`config.mk`:
```
export PLATFORM = sky130hd
export DESIGN_NAME = sar_sequencer
export DESIGN_NICKNAME = d
export VERILOG_FILES = /design/src/rtl/sarq_pkg.sv /design/src/rtl/sarq_core.sv /design/src/rtl/sarq_status.sv /design/src/rtl/sarq_drive.sv /design/src/rtl/sar_sequencer.sv
export SDC_FILE = /design/constraint.sdc
export NUM_CORES = 1
export LEC_CHECK = 0
export BUFFER_PORTS_ARGS = -buffer_cell sky130_fd_sc_hd__buf_2
export CAP_MARGIN = 30
export CORE_MARGIN = 2
export CORE_UTILIZATION = 45
export CTS_CLUSTER_SIZE = 25
export DETAILED_ROUTE_END_ITERATION = 6
export PLACE_DENSITY = 0.68
export SYNTH_ARGS = -nofsm -noshare
export SYNTH_HDL_FRONTEND = slang
export SYNTH_SLANG_ARGS = --single-unit
```
`constraint.sdc`:
```
create_clock -name clk -period 2.75 [get_ports clk]
set_input_delay 0.55 -clock clk [delete_from_list [all_inputs] [get_ports clk]]
set_output_delay 0.55 -clock clk [all_outputs]
set_load 0.01 [all_outputs]
```
`src/rtl/sarq_pkg.sv`:
```
package sarq_pkg;
  localparam int SARQ_DEF_BITS = 12;
endpackage

```
`src/rtl/sarq_core.sv`:
```
module sarq_core #(
  parameter int W = 12
) (
  input  logic         clk,
  input  logic         rst_n,
  input  logic         start_req,
  input  logic         stop_n,
  input  logic         keep,
  output logic [W-1:0] trial_o,
  output logic [W-1:0] cur_o,
  output logic         run_o,
  output logic         start_ev,
  output logic         stop_ev
);
  localparam logic [W-1:0] TOP = {1'b1, {(W-1){1'b0}}};

  logic [W-1:0] trial_q, cur_q;
  logic         run_q;
  logic         decide_ev;

  // settle the bit under trial, then offer the next lower one
  function automatic logic [W-1:0] settle(input logic [W-1:0] t,
                                          input logic [W-1:0] c,
                                          input logic k);
    logic [W-1:0] kept;
    kept = k ? c : '0;
    return (t & ~c) | kept | (c >> 1);
  endfunction

  assign start_ev  = start_req && !run_q;
  assign stop_ev   = run_q && !stop_n;
  assign decide_ev = run_q && stop_n;

  always_ff @(posedge clk or negedge rst_n) begin
    if (!rst_n) begin
      trial_q <= '0;
      cur_q   <= '0;
      run_q   <= 1'b0;
    end else if (start_ev) begin
      trial_q <= TOP;
      cur_q   <= TOP;
      run_q   <= 1'b1;
    end else if (stop_ev) begin
      trial_q <= trial_q & ~cur_q;
      cur_q   <= '0;
      run_q   <= 1'b0;
    end else if (decide_ev) begin
      trial_q <= settle(trial_q, cur_q, keep);
      cur_q   <= cur_q >> 1;
      run_q   <= !cur_q[0];
    end
  end

  assign trial_o = trial_q;
  assign cur_o   = cur_q;
  assign run_o   = run_q;
endmodule

```
`src/rtl/sarq_status.sv`:
```
module sarq_status (
  input  logic clk,
  input  logic rst_n,
  input  logic run,
  output logic status_o
);
  // falling-edge copy: data settles half a cycle before the flag drops
  always_ff @(negedge clk or negedge rst_n) begin
    if (!rst_n) status_o <= 1'b0;
    else        status_o <= run;
  end
endmodule

```
`src/rtl/sarq_drive.sv`:
```
module sarq_drive #(
  parameter int W = 12
) (
  input  logic [W-1:0] trial,
  output logic [W-1:0] res_n,
  output logic         msb_inv_n
);
  function automatic logic [W-1:0] neg_true(input logic [W-1:0] v);
    return ~v;
  endfunction

  assign res_n     = neg_true(trial);
  assign msb_inv_n = trial[W-1];
endmodule

```
`src/rtl/sar_sequencer.sv`:
```
module sar_sequencer
  import sarq_pkg::*;
#(
  parameter int W = SARQ_DEF_BITS
) (
  input  logic         clk,
  input  logic         rst_n,
  input  logic         conv_start,
  input  logic         stop_n,
  input  logic         cmp_keep,
  output logic [W-1:0] dac_code,
  output logic         status_o,
  output logic [W-1:0] res_n,
  output logic         msb_inv_n
);
  logic [W-1:0] trial, cur;
  logic         run, start_ev, stop_ev;

  sarq_core #(.W(W)) u_core (
    .clk(clk), .rst_n(rst_n), .start_req(conv_start), .stop_n(stop_n),
    .keep(cmp_keep), .trial_o(trial), .cur_o(cur), .run_o(run),
    .start_ev(start_ev), .stop_ev(stop_ev)
  );

  sarq_status u_stat (
    .clk(clk), .rst_n(rst_n), .run(run), .status_o(status_o)
  );

  sarq_drive #(.W(W)) u_drv (
    .trial(trial), .res_n(res_n), .msb_inv_n(msb_inv_n)
  );

  assign dac_code = trial;
endmodule

```
Word level (Yosys, flattened, before mapping). Index checks and enable logic that the tools add are counted.

Multiplexer cells: 10. Bitwise operators: 5. Reduce and logical (&&, ||, !) cells: 7.

Operator list (number): $mux 12 (7); $not 12->12 (2); $and 12x12->12 (1); $or 12x11->12 (1); $or 12x12->12 (1); $logic_and 1x1->1 (3); $logic_not 1->1 (3); $mux 1 (3); $reduce_bool 3->1 (1).

Register bits after elaboration: 26. Input port bits: 5. Output and inout port bits: 26. Logic and storage cells: 26.

Depth between registers and ports, before layout. Gate-level depths: netlist of the first run.

Depth after elaboration: 7. Mapped depth: 4. Mapped depth without buffers: 3.

Modules after synthesis. A second synthesis of the first run with hierarchy kept.

Cell total of the unflattened synthesis: 138. Area total of the unflattened synthesis: 1260.0 µm².

Modules (own cells, without submodules): sarq_core (instances 1, cells an instance 124, area an instance 1182.4 µm², sequential area each 625.6 µm²); sarq_drive (instances 1, cells an instance 13, area an instance 52.6 µm², sequential area each 0.0 µm²); sarq_status (instances 1, cells an instance 1, area an instance 25.0 µm², sequential area each 25.0 µm²).

==> metrics.md, run 1 <==
| Metric | Value |
|---|---|
| Reg2Reg Setup Slack | `820 ps` |
| Unique cell type count in the Yosys netlist | `21` |
| Setup violators final | `0` |
| Startpoint types | `flip-flop` |
| RSZ-0062 raised after global routing | `yes` |
| Clock sinks | `26` |
| Largest cells by area after synthesis | `dfrtp_1 (54%), a22o_1 (7.5%), a32o_1 (5.2%), inv_1 (3.9%), a21o_1 (3.2%)` |
| Met2 Wirelength | `1140 um` |
| Slew HR | `0.532` |
| Num CTS Buffers | `3` |
| Core ar. | `2450 um2` |
| DRC errors left | `0` |
| Cells after Synth | `110` |
| Max-slew violation count | `0` |
| Diode count | `0` |
| Post-synthesis compound-gate area fraction | `0.248` |
| Wl on met1 | `1080 um` |
| Setup crit end kind | `output port` |
| Vias per inst | `5.61` |
| Die Span X | `54.9 um` |
| Synth Area in XOR/XNOR | `0` |
| Skew final | `9.03 ps` |
| Slowest stage cell, crit path | `dfrtn_1` |
| Worst slew pin tran | `702 ps` |
| Crit-path cells | `buf_2` |
| HP Class | `primary input to asynchronous set/reset pin` |
| DR top layer | `met4` |
| Largest family of logic cells by synthesized area | `compound AO/OA/AOI/OAI gates` |
| Layout cells sized above 1 | `0.279` |
| Yosys top cell by area | `dfrtp_1` |
| Critical path type | `flip-flop to output port` |
| Vias | `954` |
| DIE AREA | `3010 um2` |
| Placer Congestion | `0.718` |
| Die H | `54.9 um` |
| WP data required | `2200 ps` |
| Longest Clk Path Bufs | `2` |
| Area share of the largest cell type after synthesis | `0.537` |
| Clock latency on the worst-skew pair | `320 ps` |
| Crit path arrival time | `2190 ps` |
| Worst-path clk slew | `150 ps` |
| Pleak | `0.671 nW` |
| Antenna violations before repair | `0` |
| Most frequent cell after synthesis | `dfrtp_1` |
| Total track usage | `0.181` |
| Synth Area in Adders | `0` |
| Most common library cells after synthesis | `dfrtp_1 (25), inv_1 (12), a22o_1 (10), nand2_1 (10), o21ai_1 (7)` |
| WL met3 | `85 um` |
| Mapped cell area | `1160 um2` |
| 1st-iter DRT viols | `13` |
| Power Density | `596 nW/um2` |
| Maximum vdd drop | `0.291 mV` |
| I/O pins | `31` |
| Crit path max fanout | `1` |
| First-pass GRT wire length | `3800 um` |
| Post-placement cell count | `166` |
| Row Count | `18` |
| Yosys warning total | `0` |
| Number of synthesized flops with an enable pin | `0` |
| Post-DP HPWL | `1500 um` |
| Starting Density | `0.475` |
| Final Hold Fails | `0` |
| Router iterations before antenna repair | `4` |
| Drt total wl | `2320 um` |
| Mean Syn Cell Area | `10.6 um2` |
| Final #Nets | `146` |
| Register area share after synthesis | `0.559` |
| Pre-CTS setup slack | `352 ps` |
| WL/cell | `13.6 um` |
| Mux cell area share after synthesis | `0` |
| Worst path bufs/invs | `1` |
| Async set or reset register ratio after synthesis | `1.00` |
| Synthesized Nets | `115` |
| Simple-gate share of the synthesized area | `0.106` |
| Top FF cell, synth | `dfrtp_1` |
| Syn-to-layout area delta | `17.1%` |
| Grt total ovfl | `0` |
| Critical Path Max Stage Delay | `390 ps` |
| R2R cell count | `0` |
| CTS tree | `done` |
| Final worst slack | `11.1 ps` |
| Status | `complete, no violations` |
| Final cell count without fillers | `170` |
| Root Driver | `clkbuf_4` |
| Fillers | `231` |
| Max_cap viols | `0` |
| Htree depth | `1` |
| FF+latch count, synth | `26` |
| Number of global-route vias before repair | `851` |
| I/O Buffers | `30` |
| Number of setup buffers added after CTS | `0` |
| R2R Path End | `u_stat.status_o` |
| Detail Route Antenna Nets | `0` |
| Reg2reg start | `u_core.run_o` |
| Largest net degree at the start of global routing | `26` |
| Worst path top cell family by delay | `flip-flops` |
how the worst max path moves through the flow:
stage / start / endpoint / slack (ps) / cells past startpoint
finish: u_stat.status_o / status_o / 10 / 1
global route: u_stat.status_o / status_o / -40 / 1
CTS: u_stat.status_o / status_o / -3 / 1
detailed placement: u_stat.status_o / status_o / 350 / 1
global placement: u_stat.status_o / status_o / 350 / 1
floorplan: u_stat.status_o / status_o / 410 / 0
cell families after synthesis:
logic type / count (synthesis)
simple gates: 25
compound gates: 41
flops: 26
buf+inv: 18
where the power goes:
group	switching, mW	internal [mW]	leakage, nW
Combinational	0.0849	0.0474	0.291
Sequential	0.0171	0.403	0.352
Clock	0.113	0.147	0.0279
layout make-up:
cell class                 instances  area, um2  area share
inverter                          12       45.0      0.0330
multi-input combinational         66        413       0.303
timing repair buffer              32        165       0.121
clock inverter                     1       30.0      0.0220
sequential                        26        651       0.477
tap                               30       37.5      0.0275
clock buffer                       3       22.5      0.0165
routing by layer:
metal,GRT usage,vias up
met2,0.304,23
li1,-,449
met3,0.0246,2
met5,0,-
met1,0.227,480
met4,0.0875,0
stage by stage:
step                utilization  hold slack, ps  setup TNS [ps]  power (mW)  area [um2]
detailed placement        0.534             497               0       0.561        1310
CTS                       0.556             213           -3.37       0.824        1360
global placement          0.534             501               0       0.558        1310
global route              0.556             219           -36.3       0.854        1360
finish                    0.556             213               0       0.813        1360
floorplan                     -             254               0       0.517        1160
layout by cell type (no fill, tap or decap), drive strengths merged:
master  netlist  routed
a21o          5       5
a21oi         6       6
a22o         10      10
a32o          6       6
a32oi         1       1
and2          1       1
and3          1       1
buf           6      32
bufinv        0       1
clkbuf        0       3
dfrtn         1       1
dfrtp        25      25
inv          12      12
nand2        11      11
nand2b        2       2
nand3         6       6
nor2          3       3
nor2b         1       1
o21ai        13      13
flip-flops by register name, summed over array words and instances (netlist names):
signal	flops
u_stat.status_o	1
u_core.run_o	1
u_core.trial_o	12
u_core.cur_o	12
repair_timing:
| item | 4_1_cts | 5_1_grt |
|---|---|---|
| gates cloned | 0 | 0 |
| hold buffers | 0 | 0 |
| setup endpoints to repair | 1 | 1 |
| gates resized for setup | 0 | 0 |
Power figures use the tool's default switching activity.
==> inputs of run 2 (changes only) <==
--- a/config.mk
+++ b/config.mk
@@ -7,3 +7,2 @@
 export LEC_CHECK = 0
-export BUFFER_PORTS_ARGS = -buffer_cell sky130_fd_sc_hd__buf_2
 export CAP_MARGIN = 30
@@ -13,3 +12,4 @@
 export DETAILED_ROUTE_END_ITERATION = 6
-export PLACE_DENSITY = 0.68
+export DONT_BUFFER_PORTS = 1
+export PLACE_DENSITY = 0.58
 export SYNTH_ARGS = -nofsm -noshare
==> constraint.sdc (replaced) <==
create_clock -name clk -period 2.75 [get_ports clk]
set_input_delay 0.4125 -clock clk [delete_from_list [all_inputs] [get_ports clk]]
set_output_delay 0.4125 -clock clk [all_outputs]
set_load 0.01 [all_outputs]
==> run 2 against run 1 <==
  * Register-to-register slack about the same
  * Non-clock buffer count shrank 29
  * Sequential share of layout area increased by 5.6 points
  * Via count down 16%
  * Clock power down 29%
  * Critical path depth shrank 1
  * Flip-flop and latch count did not move
  * Largest cell class unchanged
  * Largest power group unchanged
  * Highest routed layer unchanged
==> metrics.md, run 2 (same netlist as run 1, synthesis figures left out) <==
| Metric | Value |
|---|---|
| Dpl cell area | `1150 um2` |
| Comb power frac | `0.128` |
| Starting Density | `0.475` |
| Final #Nets | `117` |
| Worst-path clk slew | `130 ps` |
| Clock share of power | `0.261` |
| Cell internal pwr | `0.513 mW` |
| Power Density | `580 nW/um2` |
| Clock sinks | `26` |
| Clock latency on the worst-skew pair | `310 ps` |
| WP data required | `2340 ps` |
| Sequential share of power | `0.611` |
| Detail Route Antenna Nets | `0` |
| DRC errors left | `0` |
| Pre-CTS setup slack | `544 ps` |
| R2R cell count | `0` |
| Reg2reg start | `u_core.run_o` |
| RSZ-0062 raised after global routing | `no` |
| Diode count | `0` |
| Hold Crit Depth | `2` |
| Worst slew pin tran | `664 ps` |
| First-pass GRT wire length | `3510 um` |
| Largest net degree at the start of global routing | `26` |
| Post-CTS sizing | `0` |
| Vias | `805` |
| Syn-to-layout area delta | `4.73%` |
| Most frequent cells in the layout | `dfrtp_1 (25), inv_1 (12), a22o_1 (10), nand2_1 (10), o21ai_1 (7)` |
| I/O pins | `31` |
| Crit path arrival time | `2130 ps` |
| Reg2Reg Setup Slack | `830 ps` |
| HP Class | `primary input to flip-flop` |
| Commonest non-fill, non-tap cell in the layout | `dfrtp_1` |
| Hold Path Origin | `conv_start` |
| Htree depth | `1` |
| CTS tree | `done` |
| Sw power | `0.194 mW` |
| Reg area | `651 um2` |
| Maximum vdd drop | `0.319 mV` |
| Number of setup buffers added after CTS | `0` |
| Setup crit end kind | `output port` |
| Post-DP HPWL | `1450 um` |
| Crit path max fanout | `1` |
| Final Hold Fails | `0` |
| Fillers | `229` |
| 1st-iter DRT viols | `11` |
| DIE AREA | `3010 um2` |
| Drt total wl | `2210 um` |
| Row Count | `18` |
| Layout cells sized above 1 | `0.0811` |
| Final instance area | `1220 um2` |
| Max-slew violation count | `0` |
| Max_cap viols | `0` |
| Die Span X | `54.9 um` |
| Router iterations before antenna repair | `4` |
| Core ar. | `2450 um2` |
| WL/cell | `15.7 um` |
| Critical path type | `flip-flop to output port` |
| Multi-input gate area | `413 um2` |
| Vias per inst | `5.71` |
| Number of global-route vias before repair | `763` |
| Die H | `54.9 um` |
| Longest Clk Path Bufs | `2` |
| Hold Buf Count CTS | `2` |
| Grt total ovfl | `0` |
| I/O Buffers | `0` |
| Placer Congestion | `0.699` |
| Pleak | `0.556 nW` |
| Status | `complete, no violations` |
| Antenna violations before repair | `0` |
| R2R Path End | `u_stat.status_o` |
| Root Driver | `clkbuf_4` |
| Worst Hold End | `u_core.cur_o[11]` |
| Setup TNS | `0 ps` |
| Num CTS Buffers | `3` |
| Sw Ratio | `0.275` |
| Final worst slack | `210 ps` |
| Total track usage | `0.166` |
| Skew final | `6.07 ps` |
| Startpoint types | `flip-flop` |
| Setup violators final | `0` |
| Slew HR | `0.557` |
run 2: cell types whose count changed in the layout (fill, tap and decap cells not counted), sizes merged:
| cell | change |
|---|---|
| dlygate4sd3 | +1 |
| bufinv | -1 |
| buf | -30 |
| clkbuf | +1 |
run 2: worst max path at each step:
stage	start	endpoint	slack [ps]	depth (start not counted)
CTS	u_stat.status_o	status_o	200	0
finish	u_stat.status_o	status_o	210	0
floorplan	u_stat.status_o	status_o	550	0
detailed placement	u_stat.status_o	status_o	540	0
global placement	u_stat.status_o	status_o	550	0
global route	u_stat.status_o	status_o	170	0
run 2: power by group through the flow:
stage               clock (mW)  combinational, mW  sequential (mW)
global placement             0             0.0782            0.439
floorplan                    0             0.0829            0.435
detailed placement           0             0.0800            0.440
finish                   0.185             0.0906            0.432
CTS                      0.194             0.0925            0.433
global route             0.207              0.102            0.436
run 2: layout make-up:
class / count / share of cell area
sequential: 26 / 0.533
multi-input combinational: 66 / 0.338
inverter: 12 / 0.0369
timing repair buffer: 3 / 0.0308
tap: 30 / 0.0308
clock buffer: 4 / 0.0297
run 2: through the flow:
stage / std cells / power [mW] / util / hold WS [ps]
finish: 141 / 0.708 / 0.497 / 230
global route: 141 / 0.746 / 0.497 / 238
CTS: 141 / 0.720 / 0.497 / 221
detailed placement: 135 / 0.520 / 0.470 / 117
global placement: 135 / 0.517 / 0.470 / 117
floorplan: 110 / 0.517 / - / 117
run 2: metal layers:
metal	part of all wire	up-vias	track usage
li1	-	390	-
met1	0.46	396	0.216
met2	0.50	17	0.268
met3	0.029	2	0.0301
met4	0.0091	0	0.0750
met5	0	-	0
==> inputs of run 3 (changes only) <==
- CORE_UTILIZATION: 45 -> 55
- PLACE_DENSITY: 0.58 -> 0.68
==> run 3 against run 2 <==
  * Utilization grew 12 points
  * Power grew 10%
  * Final area grew 1.0%
  * Clock skew grew 6.4 ps
  * Clock-buffer cell count shrank 1
  * Critical path type unchanged
==> metrics.md, run 3 (same netlist as run 1, synthesis figures left out) <==
| Metric | Value |
|---|---|
| Status | `complete, no violations` |
| Placer Congestion | `0.704` |
| Crit path arrival time | `2140 ps` |
| Vias | `815` |
| Slew HR | `0.553` |
| Syn-to-layout area delta | `5.80%` |
| 1st-iter DRT viols | `19` |
| I/O pins | `31` |
| Crit path max fanout | `1` |
| Sw power | `0.200 mW` |
| Reg area | `651 um2` |
| Largest net degree at the start of global routing | `26` |
| Setup crit end kind | `output port` |
| Max_cap viols | `0` |
| Cell internal pwr | `0.580 mW` |
| Final worst slack | `196 ps` |
| Final #Nets | `117` |
| First-pass GRT wire length | `3700 um` |
| Final cell count without fillers | `138` |
| Die Span X | `50.0 um` |
| Drt total wl | `2120 um` |
| Skew final | `12.5 ps` |
| DIE AREA | `2500 um2` |
| Router iterations before antenna repair | `5` |
| Starting Density | `0.588` |
| Setup TNS | `0 ps` |
| Num CTS Buffers | `3` |
| Root Driver | `clkbuf_4` |
| Worst-path clk slew | `150 ps` |
| Sequential share of power | `0.554` |
| Clock share of power | `0.331` |
| Pwr Total | `0.780 mW` |
| Final core utilization | `0.622` |
| Htree depth | `1` |
| Number of global-route vias before repair | `802` |
| Critical path type | `flip-flop to output port` |
| Post-DP HPWL | `1390 um` |
| Post-placement cell count | `132` |
| Met1 usage | `0.252` |
| Final Hold Fails | `0` |
| Setup violators final | `0` |
| I/O Buffers | `0` |
| Gr busiest metal | `met2` |
| Fillers | `169` |
| DRC errors left | `0` |
| Multi-input gate area | `413 um2` |
| Startpoint types | `flip-flop` |
| Most frequent cells in the layout | `dfrtp_1 (25), inv_1 (12), a22o_1 (10), nand2_1 (10), o21ai_1 (7)` |
| Met2 Use GR | `0.303` |
| Die H | `50.0 um` |
| Detail Route Antenna Nets | `0` |
| WP data required | `2340 ps` |
| Power Density | `633 nW/um2` |
| Clock latency on the worst-skew pair | `320 ps` |
| Commonest non-fill, non-tap cell in the layout | `dfrtp_1` |
| Hold Crit Depth | `2` |
| Worst slew pin tran | `670 ps` |
| Comb power frac | `0.114` |
| Met3 usage | `0.0485` |
| Clock sinks | `26` |
| WL/cell | `15.4 um` |
| Vias per inst | `5.91` |
| Pleak | `0.562 nW` |
| Row Count | `16` |
| Diode count | `0` |
| Antenna violations before repair | `0` |
| HP Class | `primary input to flip-flop` |
| Core ar. | `1980 um2` |
| Post-CTS sizing | `0` |
| RSZ-0062 raised after global routing | `no` |
| Levels on crit path | `0` |
| Maximum vdd drop | `0.420 mV` |
| Pre-CTS setup slack | `544 ps` |
| Max-slew violation count | `0` |
| Longest Clk Path Bufs | `2` |
| Grt total ovfl | `0` |
| Total track usage | `0.193` |
| R2R cell count | `0` |
| CTS tree | `done` |
| Layout cells sized above 1 | `0.0811` |
| Sw Ratio | `0.256` |
-- run 3: metrics by stage --
step / hold slack, ps / instance area, um2
after floorplan: 117 / 1160
after global placement: 118 / 1150
after detailed placement: 118 / 1150
after CTS: 196 / 1230
after global routing: 194 / 1230
final: 211 / 1230
-- run 3: path summary, 6_finish.rpt --
kind	from	end	slack, ps
worst max register to register	u_core.run_o	u_stat.status_o	820
worst min-delay path	conv_start	u_core.cur_o[11]	210
worst min register to register	u_core.cur_o[0]	u_core.run_o	530
min in group asynchronous	rst_n	u_core.trial_o[10]	510
worst max-delay path	u_stat.status_o	status_o	200
max in group asynchronous	rst_n	u_stat.status_o	1620
-- run 3: layer usage --
| layer | up-vias | part of all wire |
|---|---|---|
| li1 | 392 | - |
| met1 | 394 | 0.47 |
| met2 | 27 | 0.49 |
| met3 | 2 | 0.038 |
| met4 | 0 | 0.0057 |
| met5 | - | 0 |
-- run 3: final cells by class --
cell class | instances | share of cell area
multi-input cells | 66 | 0.335
flip-flops and latches | 26 | 0.528
repair buffers | 3 | 0.0305
clock inverters | 1 | 0.0244
well taps | 27 | 0.0274
clock buffers | 3 | 0.0183
inverters | 12 | 0.0365
-- run 3: power groups by stage --
stage          clock network [mW]  registers [mW]  logic [mW]
2_1_floorplan                   0           0.435      0.0829
3_3_place_gp                    0           0.439      0.0773
3_5_place_dp                    0           0.440      0.0787
4_1_cts                     0.268           0.432      0.0906
5_1_grt                     0.280           0.436       0.100
6_report                    0.258           0.432      0.0892
-- run 3: what timing repair did --
action / CTS / global route
hold endpoints to repair: 25 / 0
hold buffers: 2 / 0
setup buffers: 0 / 0
